==> src/rtl/tft_tg_pkg.sv <==
package tft_tg_pkg;
    localparam int REG_W  = 32;
    localparam int ADDR_W = 3;
    localparam int DIV_W  = 10;
    localparam int H_W    = 11;
    localparam int V_W    = 10;
    localparam int IRQ_BIT = 1;

    localparam logic [ADDR_W-1:0] A_CTRL = 3'd0;
    localparam logic [ADDR_W-1:0] A_VTIM = 3'd1;
    localparam logic [ADDR_W-1:0] A_HTIM = 3'd2;
    localparam logic [ADDR_W-1:0] A_HSW  = 3'd3;
    localparam logic [ADDR_W-1:0] A_PEND = 3'd4;
    localparam logic [ADDR_W-1:0] A_SRC  = 3'd5;
    localparam logic [ADDR_W-1:0] A_MASK = 3'd6;

    localparam int DIV_LSB = 8;
    localparam int VB_LSB = 24, VB_W = 8;
    localparam int VA_LSB = 14, VA_W = 10;
    localparam int VF_LSB = 6,  VF_W = 8;
    localparam int VS_LSB = 0,  VS_W = 6;
    localparam int HB_LSB = 19, HB_W = 7;
    localparam int HA_LSB = 8,  HA_W = 11;
    localparam int HF_LSB = 0,  HF_W = 8;
    localparam int HS_W   = 8;
    localparam int HTIM_W = HB_LSB + HB_W;

    typedef enum logic [1:0] {PH_SYNC, PH_BACK, PH_ACTIVE, PH_FRONT} phase_e;
    typedef enum logic {RUN_IDLE, RUN_SCAN} run_e;

    typedef struct packed {
        logic [DIV_W-1:0] div;
        logic [H_W-1:0]   hs, hb, ha, hf;
        logic [V_W-1:0]   vs, vb, va, vf;
    } shadow_t;
endpackage

==> src/rtl/tft_tg_clkdiv.sv <==
module tft_tg_clkdiv
    import tft_tg_pkg::*;
#(
    parameter int DW = DIV_W
) (
    input  logic          clk,
    input  logic          rst_n,
    input  logic          run,
    input  logic [DW-1:0] div,
    output logic          tick
);
    localparam int CW = DW + 1;

    logic [CW-1:0] cnt_q;
    logic [CW-1:0] limit;

    // 2*(div+1)-1 is div shifted left with a one in the low bit
    assign limit = {div, 1'b1};
    assign tick  = run && (cnt_q == limit);

    always_ff @(posedge clk or negedge rst_n) begin
        if (!rst_n)             cnt_q <= '0;
        else if (!run || tick)  cnt_q <= '0;
        else                    cnt_q <= cnt_q + 1'b1;
    end

    assert_tick_single_R3: assert property (@(posedge clk) disable iff (!rst_n)
        tick |=> !tick);
endmodule

==> src/rtl/tft_tg_axis.sv <==
module tft_tg_axis
    import tft_tg_pkg::*;
#(
    parameter int W = H_W
) (
    input  logic         clk,
    input  logic         rst_n,
    input  logic         clear,
    input  logic         step,
    input  logic [W-1:0] len_sync,
    input  logic [W-1:0] len_back,
    input  logic [W-1:0] len_act,
    input  logic [W-1:0] len_front,
    output phase_e       phase,
    output logic [W-1:0] idx,
    output logic         wrap
);
    phase_e       phase_q, phase_d;
    logic [W-1:0] cnt_q, cnt_d, len_cur;
    logic         last;

    always_comb begin
        unique case (phase_q)
            PH_SYNC:   len_cur = len_sync;
            PH_BACK:   len_cur = len_back;
            PH_ACTIVE: len_cur = len_act;
            PH_FRONT:  len_cur = len_front;
        endcase
    end

    assign last = (cnt_q == len_cur);
    assign wrap = step && last && (phase_q == PH_FRONT);

    always_comb begin
        phase_d = phase_q;
        cnt_d   = cnt_q;
        if (clear) begin
            phase_d = PH_SYNC;
            cnt_d   = '0;
        end else if (step) begin
            if (last) begin
                cnt_d = '0;
                unique case (phase_q)
                    PH_SYNC:   phase_d = PH_BACK;
                    PH_BACK:   phase_d = PH_ACTIVE;
                    PH_ACTIVE: phase_d = PH_FRONT;
                    PH_FRONT:  phase_d = PH_SYNC;
                endcase
            end else begin
                cnt_d = cnt_q + 1'b1;
            end
        end
    end

    always_ff @(posedge clk or negedge rst_n) begin
        if (!rst_n) begin
            phase_q <= PH_SYNC;
            cnt_q   <= '0;
        end else begin
            phase_q <= phase_d;
            cnt_q   <= cnt_d;
        end
    end

    always_comb begin
        phase = phase_q;
        idx   = (phase_q == PH_ACTIVE) ? cnt_q : '0;
    end

    assert_hold_without_step_R4: assert property (@(posedge clk) disable iff (!rst_n)
        (!step && !clear) |=> ($stable(cnt_q) && $stable(phase_q)));
endmodule

==> src/rtl/tft_tg_irq.sv <==
module tft_tg_irq (
    input  logic clk,
    input  logic rst_n,
    input  logic frame_start,
    input  logic mask,
    input  logic clr_pend,
    input  logic clr_src,
    output logic pend,
    output logic src
);
    logic pend_q, src_q;

    always_ff @(posedge clk or negedge rst_n) begin
        if (!rst_n) begin
            pend_q <= 1'b0;
            src_q  <= 1'b0;
        end else begin
            if (frame_start)      src_q <= 1'b1;
            else if (clr_src)     src_q <= 1'b0;
            if (frame_start && !mask) pend_q <= 1'b1;
            else if (clr_pend)        pend_q <= 1'b0;
        end
    end

    assign pend = pend_q;
    assign src  = src_q;

    assert_unmasked_sets_R10: assert property (@(posedge clk) disable iff (!rst_n)
        (frame_start && !mask) |=> pend);
    assert_source_sets_R10: assert property (@(posedge clk) disable iff (!rst_n)
        frame_start |=> src);
endmodule

==> src/rtl/tft_timing_gen.sv <==
module tft_timing_gen
    import tft_tg_pkg::*;
(
    input  logic              clk,
    input  logic              rst_n,
    input  logic              wr_en,
    input  logic [ADDR_W-1:0] wr_addr,
    input  logic [REG_W-1:0]  wr_data,
    output logic              pix_en,
    output logic              hsync,
    output logic              vsync,
    output logic              de,
    output logic [H_W-1:0]    pix_x,
    output logic [V_W-1:0]    pix_y,
    output logic              irq,
    output logic              irq_src
);
    logic              ctrl_en_q;
    logic [DIV_W-1:0]  ctrl_div_q;
    logic [REG_W-1:0]  vtim_q;
    logic [HTIM_W-1:0] htim_q;
    logic [HS_W-1:0]   hsw_q;
    logic              mask_q;

    run_e    state_q, state_d;
    shadow_t shadow_q, cfg_now;
    logic    frame_start, frame_end, axis_clear, scan;
    logic    h_wrap, v_wrap;
    phase_e  h_phase, v_phase;
    logic [H_W-1:0] h_idx;
    logic [V_W-1:0] v_idx;
    logic    clr_pend, clr_src;

    // register write port
    always_ff @(posedge clk or negedge rst_n) begin
        if (!rst_n) begin
            ctrl_en_q  <= 1'b0;
            ctrl_div_q <= '0;
            vtim_q     <= '0;
            htim_q     <= '0;
            hsw_q      <= '0;
            mask_q     <= 1'b0;
        end else if (wr_en) begin
            unique case (wr_addr)
                A_CTRL: begin
                    ctrl_en_q  <= wr_data[0];
                    ctrl_div_q <= wr_data[DIV_LSB +: DIV_W];
                end
                A_VTIM: vtim_q <= wr_data;
                A_HTIM: htim_q <= wr_data[HTIM_W-1:0];
                A_HSW:  hsw_q  <= wr_data[HS_W-1:0];
                A_MASK: mask_q <= wr_data[IRQ_BIT];
                default: ;
            endcase
        end
    end

    assign clr_pend = wr_en && (wr_addr == A_PEND) && wr_data[IRQ_BIT];
    assign clr_src  = wr_en && (wr_addr == A_SRC)  && wr_data[IRQ_BIT];

    // unpack the live registers into the per-frame snapshot layout
    always_comb begin
        cfg_now.div = ctrl_div_q;
        cfg_now.hs  = H_W'(hsw_q);
        cfg_now.hb  = H_W'(htim_q[HB_LSB +: HB_W]);
        cfg_now.ha  = H_W'(htim_q[HA_LSB +: HA_W]);
        cfg_now.hf  = H_W'(htim_q[HF_LSB +: HF_W]);
        cfg_now.vs  = V_W'(vtim_q[VS_LSB +: VS_W]);
        cfg_now.vb  = V_W'(vtim_q[VB_LSB +: VB_W]);
        cfg_now.va  = V_W'(vtim_q[VA_LSB +: VA_W]);
        cfg_now.vf  = V_W'(vtim_q[VF_LSB +: VF_W]);
    end

    // run controller: next state
    always_comb begin
        state_d     = state_q;
        frame_start = 1'b0;
        unique case (state_q)
            RUN_IDLE: begin
                if (ctrl_en_q) begin
                    state_d     = RUN_SCAN;
                    frame_start = 1'b1;
                end
            end
            RUN_SCAN: begin
                if (frame_end) begin
                    if (ctrl_en_q) frame_start = 1'b1;
                    else           state_d     = RUN_IDLE;
                end
            end
        endcase
    end

    always_ff @(posedge clk or negedge rst_n) begin
        if (!rst_n) begin
            state_q  <= RUN_IDLE;
            shadow_q <= '0;
        end else begin
            state_q <= state_d;
            if (frame_start) shadow_q <= cfg_now;
        end
    end

    assign scan       = (state_q == RUN_SCAN);
    assign frame_end  = v_wrap;
    assign axis_clear = !scan || frame_end;

    tft_tg_clkdiv #(.DW(DIV_W)) u_div (
        .clk(clk), .rst_n(rst_n), .run(scan), .div(shadow_q.div), .tick(pix_en)
    );

    tft_tg_axis #(.W(H_W)) u_h (
        .clk(clk), .rst_n(rst_n), .clear(axis_clear), .step(pix_en),
        .len_sync(shadow_q.hs), .len_back(shadow_q.hb),
        .len_act(shadow_q.ha), .len_front(shadow_q.hf),
        .phase(h_phase), .idx(h_idx), .wrap(h_wrap)
    );

    tft_tg_axis #(.W(V_W)) u_v (
        .clk(clk), .rst_n(rst_n), .clear(axis_clear), .step(h_wrap),
        .len_sync(shadow_q.vs), .len_back(shadow_q.vb),
        .len_act(shadow_q.va), .len_front(shadow_q.vf),
        .phase(v_phase), .idx(v_idx), .wrap(v_wrap)
    );

    tft_tg_irq u_irq (
        .clk(clk), .rst_n(rst_n), .frame_start(frame_start), .mask(mask_q),
        .clr_pend(clr_pend), .clr_src(clr_src), .pend(irq), .src(irq_src)
    );

    // outputs
    always_comb begin
        hsync = scan && (h_phase == PH_SYNC);
        vsync = scan && (v_phase == PH_SYNC);
        de    = scan && (h_phase == PH_ACTIVE) && (v_phase == PH_ACTIVE);
        pix_x = h_idx;
        pix_y = v_idx;
    end

    assert_de_excludes_sync_R6: assert property (@(posedge clk) disable iff (!rst_n)
        de |-> (!hsync && !vsync));
    assert_stop_at_frame_end_R9: assert property (@(posedge clk) disable iff (!rst_n)
        $fell(state_q == RUN_SCAN) |-> $past((v_phase == PH_FRONT) && (h_phase == PH_FRONT)));
endmodule

==> config.mk <==
export PLATFORM = sky130hd
export DESIGN_NAME = tft_timing_gen
export DESIGN_NICKNAME = d
export VERILOG_FILES = /design/src/rtl/tft_tg_pkg.sv /design/src/rtl/tft_tg_clkdiv.sv /design/src/rtl/tft_tg_axis.sv /design/src/rtl/tft_tg_irq.sv /design/src/rtl/tft_timing_gen.sv
export SDC_FILE = /design/constraint.sdc
export NUM_CORES = 1
export LEC_CHECK = 0
export ABC_AREA = 1
export BUFFER_PORTS_ARGS = -buffer_cell sky130_fd_sc_hd__clkbuf_2
export CORE_ASPECT_RATIO = 1.25
export CORE_UTILIZATION = 65
export CTS_BUF_LIST = sky130_fd_sc_hd__clkbuf_4
export DETAILED_ROUTE_END_ITERATION = 16
export GPL_TIMING_DRIVEN = 0
export PLACE_DENSITY = 0.95
export SKIP_LAST_GASP = 1
export SYNTH_ARGS = -nofsm -noshare
export SYNTH_HDL_FRONTEND = slang
export SYNTH_SLANG_ARGS = --single-unit
==> constraint.sdc <==
create_clock -name clk -period 6.8 [get_ports clk]
set_input_delay 1.02 -clock clk [delete_from_list [all_inputs] [get_ports clk]]
set_output_delay 1.02 -clock clk [all_outputs]
set_load 0.01 [all_outputs]
==> metrics.txt <==
Cell Pwr Density=310 mW/mm^2; Netlist Area Pre-Place=0.00937 mm^2; port bufs=64; Post-synth top flop=dfrtp_1; top cells by count, synth=nand2_1, dfrtp_1, inv_1; Tot Pwr=3.15 mW; maxcap violations=0; first drt pass iteration count=7; antenna violations before repair=1; first-pass GRT wire length=37100 um; register area share after synthesis=51.5%; vias per inst=5.55; clock root buffer=clkbuf_4; number of remaining DRC errors=0; routed wl met2=11000 um; WP data arrival=2.37 ns; All-Layer GR Usage=33.3%; CP most frequent cell=inv_1; Slew @ Worst Pin=0.641 ns; htree depth=4; GP Congestion=0.902; setup TNS=0 ns; Syn Nets=1245; max-slew violations=0; worst-path maximum fanout=10; post-CTS setup buffer count=0; final setup fails=0; CP endpoint kind=primary output; Final Skew=0.0184 ns; largest net degree at the start of global routing=125; unrepaired setup endpoints after global routing=false; CTS tree=yes; Worst Hold Class=primary input to asynchronous set/reset pin; Critical-path top delay cell=dfrtp_1; Worst path max stage delay=0.45 ns; DR WL met3=between 1500 and 2000 um; fin crit period=~3.4 ns; via total after detailed routing=8136; Die Height=about 140 um; Synth area leader=dfrtp_1; I/O pins=65; DRT met1 WL=8990 um; Hold Buf Count CTS=0; hpwl dp=16900 um; Leakage=5.57 nW; most common cell in the netlist=nand2_1; Syn-to-layout area delta=8.53%; Reg clk slew, reported paths=0.15 ns; final hold vios=0; # rows=48; top cell type's share of synthesized area=51.5%; Routed WL=about 23000 um; Synth area leaders=dfrtp_1, nand2_1, o21ai_0; ys async rst share=100%; Post-Place Setup Slack=3.88 ns; Worst-Skew Late Latency=0.61 ns; via count of the first global-routing pass=7681; critical path, cell by cell=inv_1, ha_1, buf_4, clkbuf_1, nand2_1, inv_1, clkbuf_2; clock sinks=193; Synth Warn #=0; Initial DRC Count=827; Initial Utilization=67.3%; outcome=completed; total gr overflow=0; Highest Clock Rate=295 MHz; top sig layer=met4; Clock Path Buffers=2; Setup CP Type=flop to primary output; Cells after Synth=1194; core box area=0.0139 mm^2; final worst path period share=between 40% and 50%; fin nets=1329; number of CTS-inserted buffers=17; Synth Register Bits=193; layout cells sized above 1=between 10% and 20%; Unique masters post-synth=37; CP Launch Type=flop; Final Util=73.0%; Die Area=between 0.01 and 0.015 mm^2; EDFF count, synth=0; Slew headroom=57.3%; maximum vdd drop=0.209 mV; Post-DRT Antenna Nets=0; Die W=109 um; Final Worst Setup Slack=~3.4 ns; CP required=5.78 ns; average size of a mapped cell=7.85 um^2; routed len/inst=~15 um; post_cts resized=0
-- path summary, 6_finish.rpt --
| path | startpoint | end | slack, ns | cells after the start |
|---|---|---|---|---|
| hold reg to reg | ctrl_div_q[0] | shadow_q[84] | 0.48 | 2 |
| min in group clk | ctrl_div_q[0] | shadow_q[84] | 0.48 | 2 |
| hold / removal | rst_n | shadow_q[87] | 0.39 | 1 |
| setup / recovery | u_h.phase[0] | pix_x[3] | 3.41 | 7 |
| setup reg to reg | u_v.phase[0] | shadow_q[46] | 3.75 | 18 |
| max in group asynchronous | rst_n | shadow_q[6] | 5.39 | 2 |
-- power by group --
group	switching (mW)	leakage, nW	total (mW)	internal [mW]
registers	0.209	2.52	1.61	1.40
clock network	0.389	0.118	0.535	0.147
logic	0.647	2.93	1.01	0.358
-- registers in the layout, indices dropped and copies added (netlist names) --
name and flops:
shadow_q 76, vtim_q 32, htim_q 26, u_div.cnt_q 11
u_h.cnt_q 11, ctrl_div_q 10, u_v.cnt_q 10, hsw_q 8
u_h.phase 2, u_v.phase 2, ctrl_en_q 1, mask_q 1
scan 1, u_irq.pend 1, u_irq.src 1
-- final cells by class --
class / count / area [um^2]
Sequential cell: 193 / 4830
Multi-Input combinational cell: 832 / 3810
Fill cell: 1021 / 3760
Inverter: 122 / 458
Timing Repair Buffer: 65 / 357
Buffer: 47 / 272
Tap cell: 175 / 219
Clock buffer: 18 / 135
Clock inverter: 12 / 86.3
Antenna cell: 1 / 2.50
-- metal layers --
layer | global-route usage, % | vias to the layer above
li1 | - | 3892
met1 | 43.3 | 3793
met2 | 52.7 | 374
met3 | 6.86 | 77
met4 | 17.3 | 0
met5 | 0 | -
-- per-stage QoR --
step / hold slack, ns / cell area (um^2) / instances
3_3_place_gp: 0.451 / 9910 / 1433
4_1_cts: 0.389 / 10200 / 1464
5_1_grt: 0.418 / 10200 / 1465
3_5_place_dp: 0.455 / 9950 / 1434
2_1_floorplan: 0.436 / 9370 / 1194
6_report: 0.389 / 10200 / 1465
-- cells in the final DEF, fill, tap and decap left out, types with 2 or more instances in the layout --
cell type and count:
or2_0 3, o21ai_0 93, nand4_1 17, and3_1 2, inv_2 2, inv_1 118
a21oi_1 16, ha_1 13, buf_4 2, or2_1 4, buf_6 7, xor2_1 16
inv_6 3, clkbuf_2 63, nor2_1 58, nor4_1 5, nand2_2 11, nand2_1 496
nand2_4 2, dfrtp_1 193, clkinvlp_4 3, nand3_1 52, buf_2 15, nor2_4 4
mux2_2 6, clkbuf_4 18, o2111ai_1 2, nor3_1 18, clkinv_1 4, clkbuf_1 20
clkinv_2 2, xnor2_1 3, buf_1 2, o211ai_1 4
-- worst max-delay path, delay by kind of cell (launching register included) --
family	cells	cell delay [ns]
flops	1	0.45
buf+inv	5	0.88
fa+ha+maj	1	0.35
simple gates	1	0.10
-- cell families (layout without fill, tap and decap cells) --
kind of cell,count (synthesis),in the layout,synth area share [%]
AND/OR/NAND/NOR,678,678,30.0
flip-flops,193,193,51.5
buffers and inverters,169,264,7.78
AO/OA/AOI/OAI,116,116,6.41
XOR/XNOR,19,19,1.78
adder cells (fa/ha/maj),13,13,1.74
multiplexers,6,6,0.721
other,0,1,0
No activity file was read; power rests on OpenSTA's default activity.
